**config.mk**
```make
export PLATFORM = sky130hd
export DESIGN_NAME = wdt_top
export DESIGN_NICKNAME = d
export VERILOG_FILES = /design/src/rtl/wdt_pkg.sv /design/src/rtl/wdt_regs.sv /design/src/rtl/wdt_prescale.sv /design/src/rtl/wdt_countdown.sv /design/src/rtl/wdt_outgen.sv /design/src/rtl/wdt_top.sv
export SDC_FILE = /design/constraint.sdc
export NUM_CORES = 1
export LEC_CHECK = 0
export ABC_AREA = 1
export BUFFER_PORTS_ARGS = -buffer_cell sky130_fd_sc_hd__buf_2
export CAP_MARGIN = 0
export CORE_AREA = 2 2 74 76
export CTS_BUF_LIST = sky130_fd_sc_hd__clkbuf_16
export DETAILED_ROUTE_END_ITERATION = 8
export DIE_AREA = 0 0 76 78
export PLACE_DENSITY = 0.85
export RECOVER_POWER = 25
export SYNTH_ARGS = -nofsm -noshare
export SYNTH_HDL_FRONTEND = slang
export SYNTH_SLANG_ARGS = --single-unit
```
**constraint.sdc**
```tcl
create_clock -name clk -period 4.55 [get_ports clk]
set_input_delay 0.91 -clock clk [delete_from_list [all_inputs] [get_ports clk]]
set_output_delay 0.91 -clock clk [all_outputs]
set_load 0.01 [all_outputs]
```
**src/rtl/wdt_pkg.sv**
```systemverilog
`timescale 1ns/1ps
package wdt_pkg;
   // register addresses
   localparam logic [7:0] A_DEVEN  = 8'h30;
   localparam logic [7:0] A_PINCFG = 8'hF0;
   localparam logic [7:0] A_CTRL   = 8'hF5;
   localparam logic [7:0] A_TIME   = 8'hF6;

   // bit positions
   localparam int BIT_DEVEN = 0;
   localparam int BIT_PINEN = 7;
   localparam int BIT_STS   = 6;
   localparam int BIT_EN    = 5;
   localparam int BIT_PULSE = 4;
   localparam int BIT_UNIT  = 3;

   typedef struct packed {
      logic       en;
      logic       pulse;
      logic       unit;
      logic [1:0] pw;
   } ctrl_t;
endpackage

```
**src/rtl/wdt_regs.sv**
```systemverilog
`timescale 1ns/1ps
module wdt_regs
   import wdt_pkg::*;
#(
   parameter int TO_W = 8
) (
   input  logic            clk,
   input  logic            por_n,
   input  logic            srst,
   input  logic            we,
   input  logic [7:0]      addr,
   input  logic [7:0]      wdata,
   input  logic            expire,
   input  logic [TO_W-1:0] cnt,
   output ctrl_t           ctrl,
   output logic            dev_en,
   output logic            pin_en,
   output logic            sts,
   output logic            load,
   output logic [TO_W-1:0] load_val,
   output logic [7:0]      rdata
);
   if (TO_W < 1 || TO_W > 8) begin : g_bad_tow
      $error("wdt_regs: TO_W must be within 1..8");
   end

   logic wr_ctrl, wr_dev, wr_pin, sts_clr;

   always_comb begin
      wr_ctrl = we && (addr == A_CTRL);
      wr_dev  = we && (addr == A_DEVEN);
      wr_pin  = we && (addr == A_PINCFG);
      load    = we && (addr == A_TIME);
      sts_clr = wr_ctrl && wdata[BIT_STS];
   end

   assign load_val = wdata[TO_W-1:0];

   // host-domain configuration
   always_ff @(posedge clk) begin
      if (srst) begin
         ctrl   <= '0;
         dev_en <= 1'b0;
         pin_en <= 1'b0;
      end else begin
         if (wr_ctrl) begin
            ctrl.en    <= wdata[BIT_EN];
            ctrl.pulse <= wdata[BIT_PULSE];
            ctrl.unit  <= wdata[BIT_UNIT];
            ctrl.pw    <= wdata[1:0];
         end
         if (wr_dev) dev_en <= wdata[BIT_DEVEN];
         if (wr_pin) pin_en <= wdata[BIT_PINEN];
      end
   end

   // power-on domain status flag, set wins over clear
   always_ff @(posedge clk) begin
      if (!por_n)       sts <= 1'b0;
      else if (expire)  sts <= 1'b1;
      else if (sts_clr) sts <= 1'b0;
   end

   always_comb begin
      rdata = '0;
      case (addr)
         A_DEVEN:  rdata[BIT_DEVEN] = dev_en;
         A_PINCFG: rdata[BIT_PINEN] = pin_en;
         A_CTRL:   rdata = {1'b0, sts, ctrl.en, ctrl.pulse, ctrl.unit, 1'b0, ctrl.pw};
         A_TIME:   rdata = 8'(cnt);
         default:  rdata = '0;
      endcase
   end

   p_sts_set_r11: assert property (@(posedge clk) disable iff (!por_n)
      expire |=> sts);
   p_sts_sticky_r11: assert property (@(posedge clk) disable iff (!por_n)
      (sts && !(we && addr == A_CTRL && wdata[BIT_STS])) |=> sts);
   p_sts_keep_hostrst_r12: assert property (@(posedge clk) disable iff (!por_n)
      (srst && sts) |=> sts);
endmodule

```
**src/rtl/wdt_prescale.sv**
```systemverilog
`timescale 1ns/1ps
module wdt_prescale #(
   parameter int TICKS_PER_SEC = 1000,
   parameter int SECS_PER_MIN  = 60
) (
   input  logic clk,
   input  logic srst,
   input  logic run,
   input  logic restart,
   input  logic tick,
   input  logic unit_min,
   output logic unit_stb
);
   localparam int MIN_TICKS = TICKS_PER_SEC * SECS_PER_MIN;
   localparam int PS_W      = $clog2(MIN_TICKS);

   if (TICKS_PER_SEC < 2) begin : g_bad_tps
      $error("wdt_prescale: TICKS_PER_SEC must be at least 2");
   end
   if (SECS_PER_MIN < 1) begin : g_bad_spm
      $error("wdt_prescale: SECS_PER_MIN must be at least 1");
   end

   localparam logic [PS_W-1:0] SEC_LIM = PS_W'(TICKS_PER_SEC - 1);
   localparam logic [PS_W-1:0] MIN_LIM = PS_W'(MIN_TICKS - 1);

   logic [PS_W-1:0] ps_q;
   logic [PS_W-1:0] lim;
   logic            at_lim;

   assign lim    = unit_min ? MIN_LIM : SEC_LIM;
   assign at_lim = (ps_q >= lim);

   always_ff @(posedge clk) begin
      if (srst || !run || restart) ps_q <= '0;
      else if (tick)               ps_q <= at_lim ? '0 : ps_q + 1'b1;
   end

   assign unit_stb = run && tick && at_lim && !restart;

   p_idle_clear_r7: assert property (@(posedge clk) disable iff (srst)
      !run |=> (ps_q == '0));
   p_restart_clear_r4: assert property (@(posedge clk) disable iff (srst)
      restart |=> (ps_q == '0));
   p_in_range_r3: assert property (@(posedge clk) disable iff (srst)
      1'b1 |-> (ps_q <= MIN_LIM));
endmodule

```
**src/rtl/wdt_countdown.sv**
```systemverilog
`timescale 1ns/1ps
module wdt_countdown #(
   parameter int TO_W = 8
) (
   input  logic            clk,
   input  logic            srst,
   input  logic            load,
   input  logic [TO_W-1:0] load_val,
   input  logic            run,
   input  logic            unit_stb,
   output logic [TO_W-1:0] cnt,
   output logic            expire
);
   localparam logic [TO_W-1:0] ONE = TO_W'(1);

   always_ff @(posedge clk) begin
      if (srst)                           cnt <= '0;
      else if (load)                      cnt <= load_val;
      else if (run && unit_stb && cnt != '0) cnt <= cnt - 1'b1;
   end

   assign expire = run && unit_stb && !load && (cnt == ONE);

   p_reload_r4: assert property (@(posedge clk) disable iff (srst)
      load |=> (cnt == $past(load_val)));
   p_zero_hold_r6: assert property (@(posedge clk) disable iff (srst)
      (cnt == '0 && !load) |=> (cnt == '0));
   p_frozen_r5: assert property (@(posedge clk) disable iff (srst)
      (!run && !load) |=> $stable(cnt));
endmodule

```
**src/rtl/wdt_outgen.sv**
```systemverilog
`timescale 1ns/1ps
module wdt_outgen #(
   parameter int unsigned PULSE_TICKS [4] = '{1, 25, 125, 5000}
) (
   input  logic       clk,
   input  logic       srst,
   input  logic       tick,
   input  logic       expire,
   input  logic       pulse_mode,
   input  logic [1:0] pw,
   input  logic       release_lvl,
   output logic       req
);
   localparam int unsigned M01  = (PULSE_TICKS[0] > PULSE_TICKS[1]) ? PULSE_TICKS[0] : PULSE_TICKS[1];
   localparam int unsigned M23  = (PULSE_TICKS[2] > PULSE_TICKS[3]) ? PULSE_TICKS[2] : PULSE_TICKS[3];
   localparam int unsigned PMAX = (M01 > M23) ? M01 : M23;
   localparam int          PC_W = $clog2(PMAX + 1);

   logic [PC_W-1:0] wtab [4];

   for (genvar i = 0; i < 4; i++) begin : g_wtab
      if (PULSE_TICKS[i] == 0) begin : g_bad_w
         $error("wdt_outgen: pulse widths must be non-zero");
      end
      assign wtab[i] = PC_W'(PULSE_TICKS[i]);
   end

   logic            level_on;
   logic [PC_W-1:0] pulse_left;

   always_ff @(posedge clk) begin
      if (srst)                         level_on <= 1'b0;
      else if (release_lvl)             level_on <= 1'b0;
      else if (expire && !pulse_mode)   level_on <= 1'b1;
   end

   always_ff @(posedge clk) begin
      if (srst)                              pulse_left <= '0;
      else if (expire && pulse_mode)         pulse_left <= wtab[pw];
      else if (tick && pulse_left != '0)     pulse_left <= pulse_left - 1'b1;
   end

   assign req = level_on || (pulse_left != '0);

   p_level_hold_r8: assert property (@(posedge clk) disable iff (srst)
      (level_on && !release_lvl) |=> level_on);
   p_pulse_load_r9: assert property (@(posedge clk) disable iff (srst)
      (expire && pulse_mode) |=> (pulse_left == wtab[$past(pw)]));
   p_pulse_wait_r9: assert property (@(posedge clk) disable iff (srst)
      (pulse_left != '0 && !tick && !expire) |=> $stable(pulse_left));
endmodule

```
**src/rtl/wdt_top.sv**
```systemverilog
`timescale 1ns/1ps
module wdt_top
   import wdt_pkg::*;
#(
   parameter int          TO_W            = 8,
   parameter int          TICKS_PER_SEC   = 1000,
   parameter int          SECS_PER_MIN    = 60,
   parameter int unsigned PULSE_TICKS [4] = '{1, 25, 125, 5000}
) (
   input  logic       clk,
   input  logic       por_n,
   input  logic       rst_n,
   input  logic       tick_ms,
   input  logic       bus_we,
   input  logic [7:0] bus_addr,
   input  logic [7:0] bus_wdata,
   output logic [7:0] bus_rdata,
   output logic       wdt_rst_n
);
   logic            srst;
   ctrl_t           ctrl;
   logic            dev_en, pin_en, sts;
   logic            load;
   logic [TO_W-1:0] load_val, cnt;
   logic            run, unit_stb, expire, release_lvl, req;

   assign srst        = !rst_n || !por_n;
   assign run         = ctrl.en && dev_en;
   assign release_lvl = load || (bus_we && bus_addr == A_CTRL && !bus_wdata[BIT_EN]);

   wdt_regs #(.TO_W(TO_W)) u_regs (
      .clk(clk), .por_n(por_n), .srst(srst),
      .we(bus_we), .addr(bus_addr), .wdata(bus_wdata),
      .expire(expire), .cnt(cnt),
      .ctrl(ctrl), .dev_en(dev_en), .pin_en(pin_en), .sts(sts),
      .load(load), .load_val(load_val), .rdata(bus_rdata)
   );

   wdt_prescale #(.TICKS_PER_SEC(TICKS_PER_SEC), .SECS_PER_MIN(SECS_PER_MIN)) u_ps (
      .clk(clk), .srst(srst), .run(run), .restart(load),
      .tick(tick_ms), .unit_min(ctrl.unit), .unit_stb(unit_stb)
   );

   wdt_countdown #(.TO_W(TO_W)) u_cd (
      .clk(clk), .srst(srst), .load(load), .load_val(load_val),
      .run(run), .unit_stb(unit_stb), .cnt(cnt), .expire(expire)
   );

   wdt_outgen #(.PULSE_TICKS(PULSE_TICKS)) u_og (
      .clk(clk), .srst(srst), .tick(tick_ms), .expire(expire),
      .pulse_mode(ctrl.pulse), .pw(ctrl.pw), .release_lvl(release_lvl),
      .req(req)
   );

   assign wdt_rst_n = !(req && pin_en);

   p_expire_drives_pin_r10: assert property (@(posedge clk) disable iff (srst)
      (expire && pin_en && !bus_we) |=> !wdt_rst_n);
   p_no_expire_idle_r5: assert property (@(posedge clk) disable iff (srst)
      (!run && !sts) |=> !sts);
endmodule

```
==> metrics.txt <==
most frequent cell after synthesis=nand2_1; TritonCTS Buffers=5; GRT Util Overall=0.2275; H-tree levels=2; largest net degree at the start of global routing=22; Yosys top cell by area=dfxtp_1; Initial DRT Pass Iterations=5; port bufs=29; clk buf depth=2; Fmax=0.3440 GHz; Max-Cap Viols=0; Nets=between 500 and 600; DRC=0; core area=5042 sq um; Leak=between 1 and 1.5 nW; Via density=5.237; unique cell type count in the Yosys netlist=38; Tot Pwr=around 1.2 mW; GRT Residual Overflow=0; post-DR wirelength/cell=11.85 um; final-report hold violation count=0; Syn Area/Cell=approximately 6.8 sq um; layout cells sized above 1=0.1226; CTS Hold Buffers Added=0; crit end category=primary output; initial DRC count=129; CP required=3.64 ns; chip width=roughly 76 um; HPWL after DPL=4728 um; post-place setup slack=1.684 ns; Routed Antenna Nets=0; FF/Latch Area=920.9 sq um; FF+latch count, synth=46; worst-margin pin slew=roughly 0.63 ns; fraction of registers with async set/reset=0; crit path DAT=2.00 ns; TNS Setup=0 ns; Root Driver=clkbuf_16; Slew Limit Headroom=0.5787; Layout area overhead=9.776%; Final Worst Setup Slack=1.643 ns; Die H=78 um; fillers=442; Final min period=2.907 ns; GPL Wtd Cong=0.9341; worst min-delay path class=reg2reg; Max IR drop VDD=215.8 uV; Power Dens Cells=378.2 nW/um^2; postcts setup bufs=0; post-CTS resize count=0; Synth top area share=0.3115; Mapped Area=2957 sq um; RSZ-0062 raised after global routing=false; synth warn=0; top post-synthesis cells by area=dfxtp_1 (31%), nand2_1 (13%), nor2_1 (8.9%); Final Cycle Share=0.6389; outcome=finished, final reports clean; r2r setup slk=1.71 ns; class of the most critical setup path=in2out; CTS tree=yes; worst skew pair latency=0.28 ns; DIE AREA=5928 sq um; Synth Instances=435; antenna cells=0; Clock transition at path regs=0.06 ns; Mapped Nets=473; row cnt=26; crit path from=bus_addr[0]; nature of the critical path startpoint=input port; Fin Clk Skew=0.005025 ns; RR Endpoint=u_og.pulse_left[8]; Commonest cells post-synth=nand2_1 (106), nor2_1 (70), inv_1 (50); number of synthesized flops with an enable pin=0; vias in the first global route=2640; Crit Path Max Fanout=3; worst reg2reg startpoint=u_regs.ctrl[2]; crit path capture=bus_rdata[0]; initial antenna violation count=0; post-synthesis sequential area ratio=0.3115; Main synth FF type=dfxtp_1; global-route wire length before repair=11200 um; Setup-failing EPs final=0; Detailed Route WL=6342 um; I/O Pins=30; DR vias=between 2k and 3k; r2r worst-path depth=14; initial core utilization=0.5864; area of the multi-input gates=between 1500 and 2000 sq um; Final Max Tran Viols=0; clk sinks=46
per-stage QoR:
stage	utilization	cells	hold slack (ns)	cell area (sq um)
after detailed placement	0.6231	527	0.4659	3142
after floorplan	-	435	0.4340	2957
after global routing	0.6437	535	0.4981	3246
final	0.6437	535	0.4807	3246
after CTS	0.6511	535	0.4759	3283
after global placement	0.6231	527	0.4580	3142
worst max-delay path, cell delays in order:
cell and delay, ns:
buf_2 0.10, nor2_1 0.10, nand2_1 0.08, nor4_1 0.39, nand2_1 0.15, o221ai_1 0.10
buf_2 0.16
metal layers:
layer,global-route usage,vias up,routed length [um]
met4,0.09091,0,140
met5,0,-,0
met1,0.2714,1247,2797
met3,0.02907,18,324
li1,-,1452,-
met2,0.4152,85,3081
state kept, by name, summed over array words and instances, names as in the netlist:
name,cells
u_regs.sts,1
u_og.level_on,1
u_regs.pin_en,1
u_ps.ps_q,16
u_regs.ctrl,5
u_regs.dev_en,1
u_og.pulse_left,13
u_cd.cnt,8
layout by cell type (no fill, tap or decap), drive strengths merged, types with 3 or more instances in the layout:
cell type	instances
o22ai	4
ha	17
o21ai	26
a31oi	3
xnor2	3
xor2	17
nor3b	5
nand4	9
clkinv	3
nor3	8
inv	53
buf	28
dfxtp	46
nor2	83
nand3	15
clkbuf	6
nand2	111
a21oi	19
cell families (layout without fill, tap and decap cells):
kind of cell    count (synthesis)  in the layout  share of synthesized area
compound gates                 57             57                     0.1045
xor+xnor                       20             20                    0.05925
fa+ha+maj                      17             17                    0.07194
buf+inv                        61             91                    0.08464
flops                          46             46                     0.3115
simple gates                  234            234                     0.3682
report_power, final:
| part | total, mW | internal, mW | switching [mW] |
|---|---|---|---|
| clock network | 0.349 | 0.200 | 0.149 |
| registers | 0.452 | 0.428 | 0.0244 |
| logic | 0.426 | 0.172 | 0.254 |
final cells by class:
type / count / share of cell area
repair buffers: 29 / 0.04433
flip-flops and latches: 46 / 0.2837
multi-input cells: 328 / 0.5389
clock inverters: 3 / 0.005012
clock buffers: 5 / 0.03855
well taps: 70 / 0.02699
inverters: 54 / 0.06245
worst min-delay path by stage:
stage | end | depth (start not counted) | slack (ns) | from
floorplan | u_regs.pin_en | 2 | 0.43 | u_regs.pin_en
global placement | u_regs.pin_en | 2 | 0.46 | u_regs.pin_en
detailed placement | u_regs.pin_en | 2 | 0.47 | u_regs.pin_en
CTS | u_regs.pin_en | 2 | 0.48 | u_regs.pin_en
global route | u_regs.pin_en | 2 | 0.50 | u_regs.pin_en
finish | u_regs.dev_en | 2 | 0.48 | u_regs.dev_en
(Power assumes the default switching activity.)
